[src/rtl/pwm_pin_pkg.sv]
package pwm_pin_pkg;
  localparam int ACT_W = 2;
  localparam int BRK_W = 2;

  typedef enum logic [ACT_W-1:0] {
    ACT_LOW  = 2'd0,
    ACT_HIGH = 2'd1,
    ACT_KEEP = 2'd2,
    ACT_INV  = 2'd3
  } act_e;

  typedef enum logic [BRK_W-1:0] {
    BRK_RUN   = 2'd0,
    BRK_FLOAT = 2'd1,
    BRK_LOW   = 2'd2,
    BRK_HIGH  = 2'd3
  } brk_e;

  typedef enum logic [1:0] {
    SRC_NONE   = 2'd0,
    SRC_RUNCTL = 2'd1,
    SRC_PRD    = 2'd2,
    SRC_CMP    = 2'd3
  } src_e;

  function automatic logic apply_act(act_e act, logic cur);
    case (act)
      ACT_LOW:  return 1'b0;
      ACT_HIGH: return 1'b1;
      ACT_INV:  return ~cur;
      default:  return cur;
    endcase
  endfunction
endpackage

[src/rtl/pwm_evt_arb.sv]
module pwm_evt_arb
  import pwm_pin_pkg::*;
(
  input  logic cmp_hit_i,
  input  logic prd_hit_i,
  input  logic cnt_start_i,
  input  logic cnt_stop_i,
  input  act_e cmp_act_i,
  input  act_e prd_act_i,
  input  logic runctl_hold_i,
  input  logic start_lvl_i,
  input  logic stop_lvl_i,
  output act_e act_o,
  output src_e src_o
);
  logic runctl_lvl;

  // stop outranks start when both strobe together
  assign runctl_lvl = cnt_stop_i ? stop_lvl_i : start_lvl_i;

  always_comb begin
    if (cnt_start_i || cnt_stop_i) begin
      src_o = SRC_RUNCTL;
      if (runctl_hold_i) act_o = ACT_KEEP;
      else               act_o = runctl_lvl ? ACT_HIGH : ACT_LOW;
    end else if (prd_hit_i) begin
      src_o = SRC_PRD;
      act_o = prd_act_i;
    end else if (cmp_hit_i) begin
      src_o = SRC_CMP;
      act_o = cmp_act_i;
    end else begin
      src_o = SRC_NONE;
      act_o = ACT_KEEP;
    end
  end
endmodule

[src/rtl/pwm_lvl_reg.sv]
module pwm_lvl_reg
  import pwm_pin_pkg::*;
#(
  parameter logic RST_LVL = 1'b0
) (
  input  logic clk_i,
  input  logic rst_ni,
  input  act_e act_i,
  output logic lvl_o
);
  logic lvl_q;

  always_ff @(posedge clk_i or negedge rst_ni) begin
    if (!rst_ni) lvl_q <= RST_LVL;
    else         lvl_q <= apply_act(act_i, lvl_q);
  end

  assign lvl_o = lvl_q;

  AST_KEEP_STABLE: assert property (@(posedge clk_i) disable iff (!rst_ni)
    act_i == ACT_KEEP |=> $stable(lvl_q));
  AST_INV_FLIPS: assert property (@(posedge clk_i) disable iff (!rst_ni)
    act_i == ACT_INV |=> lvl_q != $past(lvl_q));
endmodule

[src/rtl/pwm_pad_stage.sv]
module pwm_pad_stage
  import pwm_pin_pkg::*;
(
  input  logic lvl_i,
  input  logic brake_i,
  input  brk_e brake_mode_i,
  input  logic out_en_i,
  input  logic capture_mode_i,
  output logic pin_o,
  output logic pin_oe_o
);
  logic drive_ok;

  assign drive_ok = out_en_i && !capture_mode_i;

  always_comb begin
    pin_o    = 1'b0;
    pin_oe_o = 1'b0;
    if (drive_ok) begin
      pin_oe_o = 1'b1;
      pin_o    = lvl_i;
      if (brake_i) begin
        case (brake_mode_i)
          BRK_FLOAT: begin pin_oe_o = 1'b0; pin_o = 1'b0; end
          BRK_LOW:   pin_o = 1'b0;
          BRK_HIGH:  pin_o = 1'b1;
          default:   pin_o = lvl_i;
        endcase
      end
    end
  end
endmodule

[src/rtl/pwm_pin_ctrl.sv]
module pwm_pin_ctrl
  import pwm_pin_pkg::*;
#(
  parameter logic RST_LVL = 1'b0
) (
  input  logic             clk_i,
  input  logic             rst_ni,
  input  logic             cmp_hit_i,
  input  logic             prd_hit_i,
  input  logic             cnt_start_i,
  input  logic             cnt_stop_i,
  input  logic [ACT_W-1:0] cmp_act_i,
  input  logic [ACT_W-1:0] prd_act_i,
  input  logic             runctl_hold_i,
  input  logic             start_lvl_i,
  input  logic             stop_lvl_i,
  input  logic             brake_i,
  input  logic [BRK_W-1:0] brake_mode_i,
  input  logic             out_en_i,
  input  logic             capture_mode_i,
  output logic             pin_o,
  output logic             pin_oe_o
);
  act_e act;
  src_e src;
  logic lvl;

  pwm_evt_arb u_arb (
    .cmp_hit_i     (cmp_hit_i),
    .prd_hit_i     (prd_hit_i),
    .cnt_start_i   (cnt_start_i),
    .cnt_stop_i    (cnt_stop_i),
    .cmp_act_i     (act_e'(cmp_act_i)),
    .prd_act_i     (act_e'(prd_act_i)),
    .runctl_hold_i (runctl_hold_i),
    .start_lvl_i   (start_lvl_i),
    .stop_lvl_i    (stop_lvl_i),
    .act_o         (act),
    .src_o         (src)
  );

  pwm_lvl_reg #(.RST_LVL(RST_LVL)) u_lvl (
    .clk_i  (clk_i),
    .rst_ni (rst_ni),
    .act_i  (act),
    .lvl_o  (lvl)
  );

  pwm_pad_stage u_pad (
    .lvl_i          (lvl),
    .brake_i        (brake_i),
    .brake_mode_i   (brk_e'(brake_mode_i)),
    .out_en_i       (out_en_i),
    .capture_mode_i (capture_mode_i),
    .pin_o          (pin_o),
    .pin_oe_o       (pin_oe_o)
  );

  AST_RUNCTL_SRC: assert property (@(posedge clk_i) disable iff (!rst_ni)
    (cnt_start_i || cnt_stop_i) |-> src == SRC_RUNCTL);
  AST_PRD_OVER_CMP: assert property (@(posedge clk_i) disable iff (!rst_ni)
    (prd_hit_i && cmp_hit_i && !cnt_start_i && !cnt_stop_i && prd_act_i == 2'd1) |=> lvl);
  AST_RUNCTL_HOLD: assert property (@(posedge clk_i) disable iff (!rst_ni)
    ((cnt_start_i || cnt_stop_i) && runctl_hold_i) |=> $stable(lvl));
  AST_CAPTURE_OFF: assert property (@(posedge clk_i) disable iff (!rst_ni)
    capture_mode_i |-> !pin_oe_o);
  AST_BRAKE_FLOAT: assert property (@(posedge clk_i) disable iff (!rst_ni)
    (brake_i && brake_mode_i == 2'd1) |-> !pin_oe_o);
  AST_DISABLED_QUIET: assert property (@(posedge clk_i) disable iff (!rst_ni)
    !out_en_i |-> (!pin_oe_o && !pin_o));
endmodule

[config.mk]
export PLATFORM = sky130hd
export DESIGN_NAME = pwm_pin_ctrl
export DESIGN_NICKNAME = d
export VERILOG_FILES = /design/src/rtl/pwm_pin_pkg.sv /design/src/rtl/pwm_evt_arb.sv /design/src/rtl/pwm_lvl_reg.sv /design/src/rtl/pwm_pad_stage.sv /design/src/rtl/pwm_pin_ctrl.sv
export SDC_FILE = /design/constraint.sdc
export NUM_CORES = 1
export LEC_CHECK = 0
export BUFFER_PORTS_ARGS = -buffer_cell sky130_fd_sc_hd__buf_2
export CORE_AREA = 10 10 47 49
export CTS_BUF_LIST = sky130_fd_sc_hd__clkbuf_2 sky130_fd_sc_hd__clkbuf_4 sky130_fd_sc_hd__clkbuf_8
export DETAILED_ROUTE_END_ITERATION = 16
export DIE_AREA = 0 0 57 59
export PLACE_DENSITY_LB_ADDON = 0.1
export SETUP_SLACK_MARGIN = 0.02
export SLEW_MARGIN = 20
export SYNTH_ARGS = -nofsm -noshare
export SYNTH_HDL_FRONTEND = slang
export SYNTH_HIERARCHICAL = 1
export SYNTH_SLANG_ARGS = --single-unit
export TNS_END_PERCENT = 10
[constraint.sdc]
create_clock -name clk_i -period 1 [get_ports clk_i]
set_clock_uncertainty 0.1 [all_clocks]
set_input_delay 0.15 -clock clk_i [delete_from_list [all_inputs] [get_ports clk_i]]
set_output_delay 0.15 -clock clk_i [all_outputs]
set_load 0.1 [all_outputs]
==> results.sh <==
export IMPL_status="finished with violations"
export IMPL_violations="negative setup slack"
export IMPL_route_detailed_drc=0
export IMPL_multi_input_area_um2=175
export IMPL_worst_path_max_delay_cell="o32ai_4"
export IMPL_slew_limit_headroom_pct=84.7
export IMPL_whs_ps=364
export IMPL_p_int_w=0.000149
export IMPL_critPathKind="in2out"
export IMPL_worstHoldPathType="in2async"
export IMPL_min_period_ps=1110
export IMPL_finalNetCount=66
export IMPL_rsz0062_at_grt="true"
export IMPL_gp_congestion=0.691
export IMPL_wl_per_cell_um=11.0
export IMPL_cp_cell_sequence="buf_6, nand2b_4, o32ai_4, buf_12"
export IMPL_seqCellArea_um2=25.0
export IMPL_postCtsSetupBuffers=0
export IMPL_max_freq_mhz=904
export IMPL_power_density_mw_per_mm2=612
export IMPL_totalPowerFinal_w=0.000248
export IMPL_switching_share_pct=39.8
export IMPL_die_y_um=59
export IMPL_antenna_found_initial=0
export IMPL_drv_cap=0
export IMPL_startpoint_type="input pin"
export IMPL_synth_avg_cell_area_um2=8.13
export IMPL_grt_pass1_wl_mm=1.18
export IMPL_leakage_nw=0.191
export IMPL_hold_viol=0
export IMPL_overflow=0
export IMPL_seqPwrFrac_pct=22.4
export IMPL_ios=20
export IMPL_grt_start_max_net_pins=6
export IMPL_syn_inst=22
export IMPL_largest_reg_flops=1
export IMPL_drtIter0Drc=2
export IMPL_layout_area_overhead_vs_synth_pct=127
export IMPL_row_count=14
export IMPL_worst_pin_slew_ps=227
export IMPL_io_buffer_count=19
export IMPL_synth_area_um2=179
export IMPL_slowest_delay_ps=250
export IMPL_grt_pass1_vias=288
export IMPL_final_cell_area_um2=405
export IMPL_finalSetupViolations=3
export IMPL_crit_buf_inv=2
export IMPL_path_delay_family="buffers and inverters"
export IMPL_num_antenna_cells=0
export IMPL_first_pass_iters=4
export IMPL_clkLatencyLatePin_ps=0
export IMPL_fill_cells=152
export IMPL_core_area_mm2=0.00140
export IMPL_layout_setup_ws_ps=-107
export IMPL_clockPowerShare_pct=0
export IMPL_drive_gt1_share_pct=65.2
export IMPL_worst_ep_arrival_time_ps=860
export IMPL_critPathMaxFanout=2
export IMPL_switchingPower_w=0.0000989
export IMPL_min_period_over_period_pct=111
export IMPL_place_area_um2=380
export IMPL_yosysWarnings=6
export IMPL_initial_core_util_pct=12.8
export IMPL_critPathCaptureType="output port"
export IMPL_dp_hpwl_um=669
export IMPL_vias_per_cell=4.02
export IMPL_ir_drop_v=0.000115
export IMPL_vias=249
export IMPL_dieWidth_um=57
export IMPL_worst_ep_required_time_ps=750
export IMPL_slew_violations=0
export IMPL_grt_use_total_pct=3.97
export IMPL_wl_um=680
export IMPL_path_clk_slew_ps=0
export IMPL_syn_nets=40
export IMPL_pwr_share_comb_pct=77.6
export IMPL_drtAntennaViolNets=0
export IMPL_die_area_mm2=0.00336
==> through the flow <==
| stage | cells | setup TNS [ps] | util, % | setup slack (ps) |
|---|---|---|---|---|
| after CTS | 62 | -261 | 28.3 | -116 |
| after detailed placement | 61 | -315 | 27.1 | -126 |
| final | 62 | -217 | 28.9 | -107 |
| after floorplan | 22 | -493 | - | -354 |
| after global routing | 62 | -325 | 28.9 | -138 |
| after global placement | 61 | -294 | 27.1 | -128 |
==> worst paths after layout <==
path                                         start                       to  slack (ps)  cells after the start
hold / removal                              rst_ni  u_lvl/lvl_o$_DFFE_PN0P_         360                      2
hold reg to reg            u_lvl/lvl_o$_DFFE_PN0P_  u_lvl/lvl_o$_DFFE_PN0P_         570                      3
setup reg to reg           u_lvl/lvl_o$_DFFE_PN0P_  u_lvl/lvl_o$_DFFE_PN0P_         140                      3
min in group clk_i                   runctl_hold_i  u_lvl/lvl_o$_DFFE_PN0P_         380                      3
max in group asynchronous                   rst_ni  u_lvl/lvl_o$_DFFE_PN0P_         350                      2
setup / recovery                    capture_mode_i                    pin_o        -110                      4
==> timing repair <==
item | in CTS | in global routing
setup endpoints to repair | 3 | 3
hold buffers | 1 | 0
hold endpoints to repair | 1 | 0
pin swaps | 2 | 0
gates resized for setup | 2 | 2
==> cell usage in the layout (no fill, tap or decap) <==
master	n
inv_1	1
nand2_1	3
buf_6	2
o2bb2ai_1	1
nor3_1	1
dfrtp_1	1
nand2b_4	1
dlygate4sd3_1	1
o32ai_4	1
nor2b_4	1
inv_2	1
buf_2	15
xnor2_1	1
a21oi_1	1
nand3b_1	1
o41ai_2	1
nor2_1	1
buf_4	4
and3b_1	1
o21a_1	1
a31oi_4	1
o21ai_0	2
nand2_2	1
buf_12	2
==> power by group through the flow <==
| stage | Combinational, W | Sequential, W | Clock, W |
|---|---|---|---|
| floorplan | 0.0000928 | 0.0000524 | 0 |
| global placement | 0.000184 | 0.0000554 | 0 |
| detailed placement | 0.000187 | 0.0000548 | 0 |
| CTS | 0.000193 | 0.0000558 | 0 |
| global route | 0.000208 | 0.0000566 | 0 |
| finish | 0.000193 | 0.0000555 | 0 |
==> area by class of cell <==
cell class | instances | share of cell area, %
inverter | 2 | 1.85
multi-input combinational | 19 | 43.2
sequential | 1 | 6.17
tap | 16 | 4.94
timing repair buffer | 24 | 43.8
==> metal layers <==
layer	wire length (um)	vias to the layer above	GRT usage [%]
met5	0	-	0
met1	259	109	4.36
li1	-	130	-
met2	378	10	7.44
met3	42	0	1.07
met4	0	0	0.671
(Power assumes the default switching activity.)
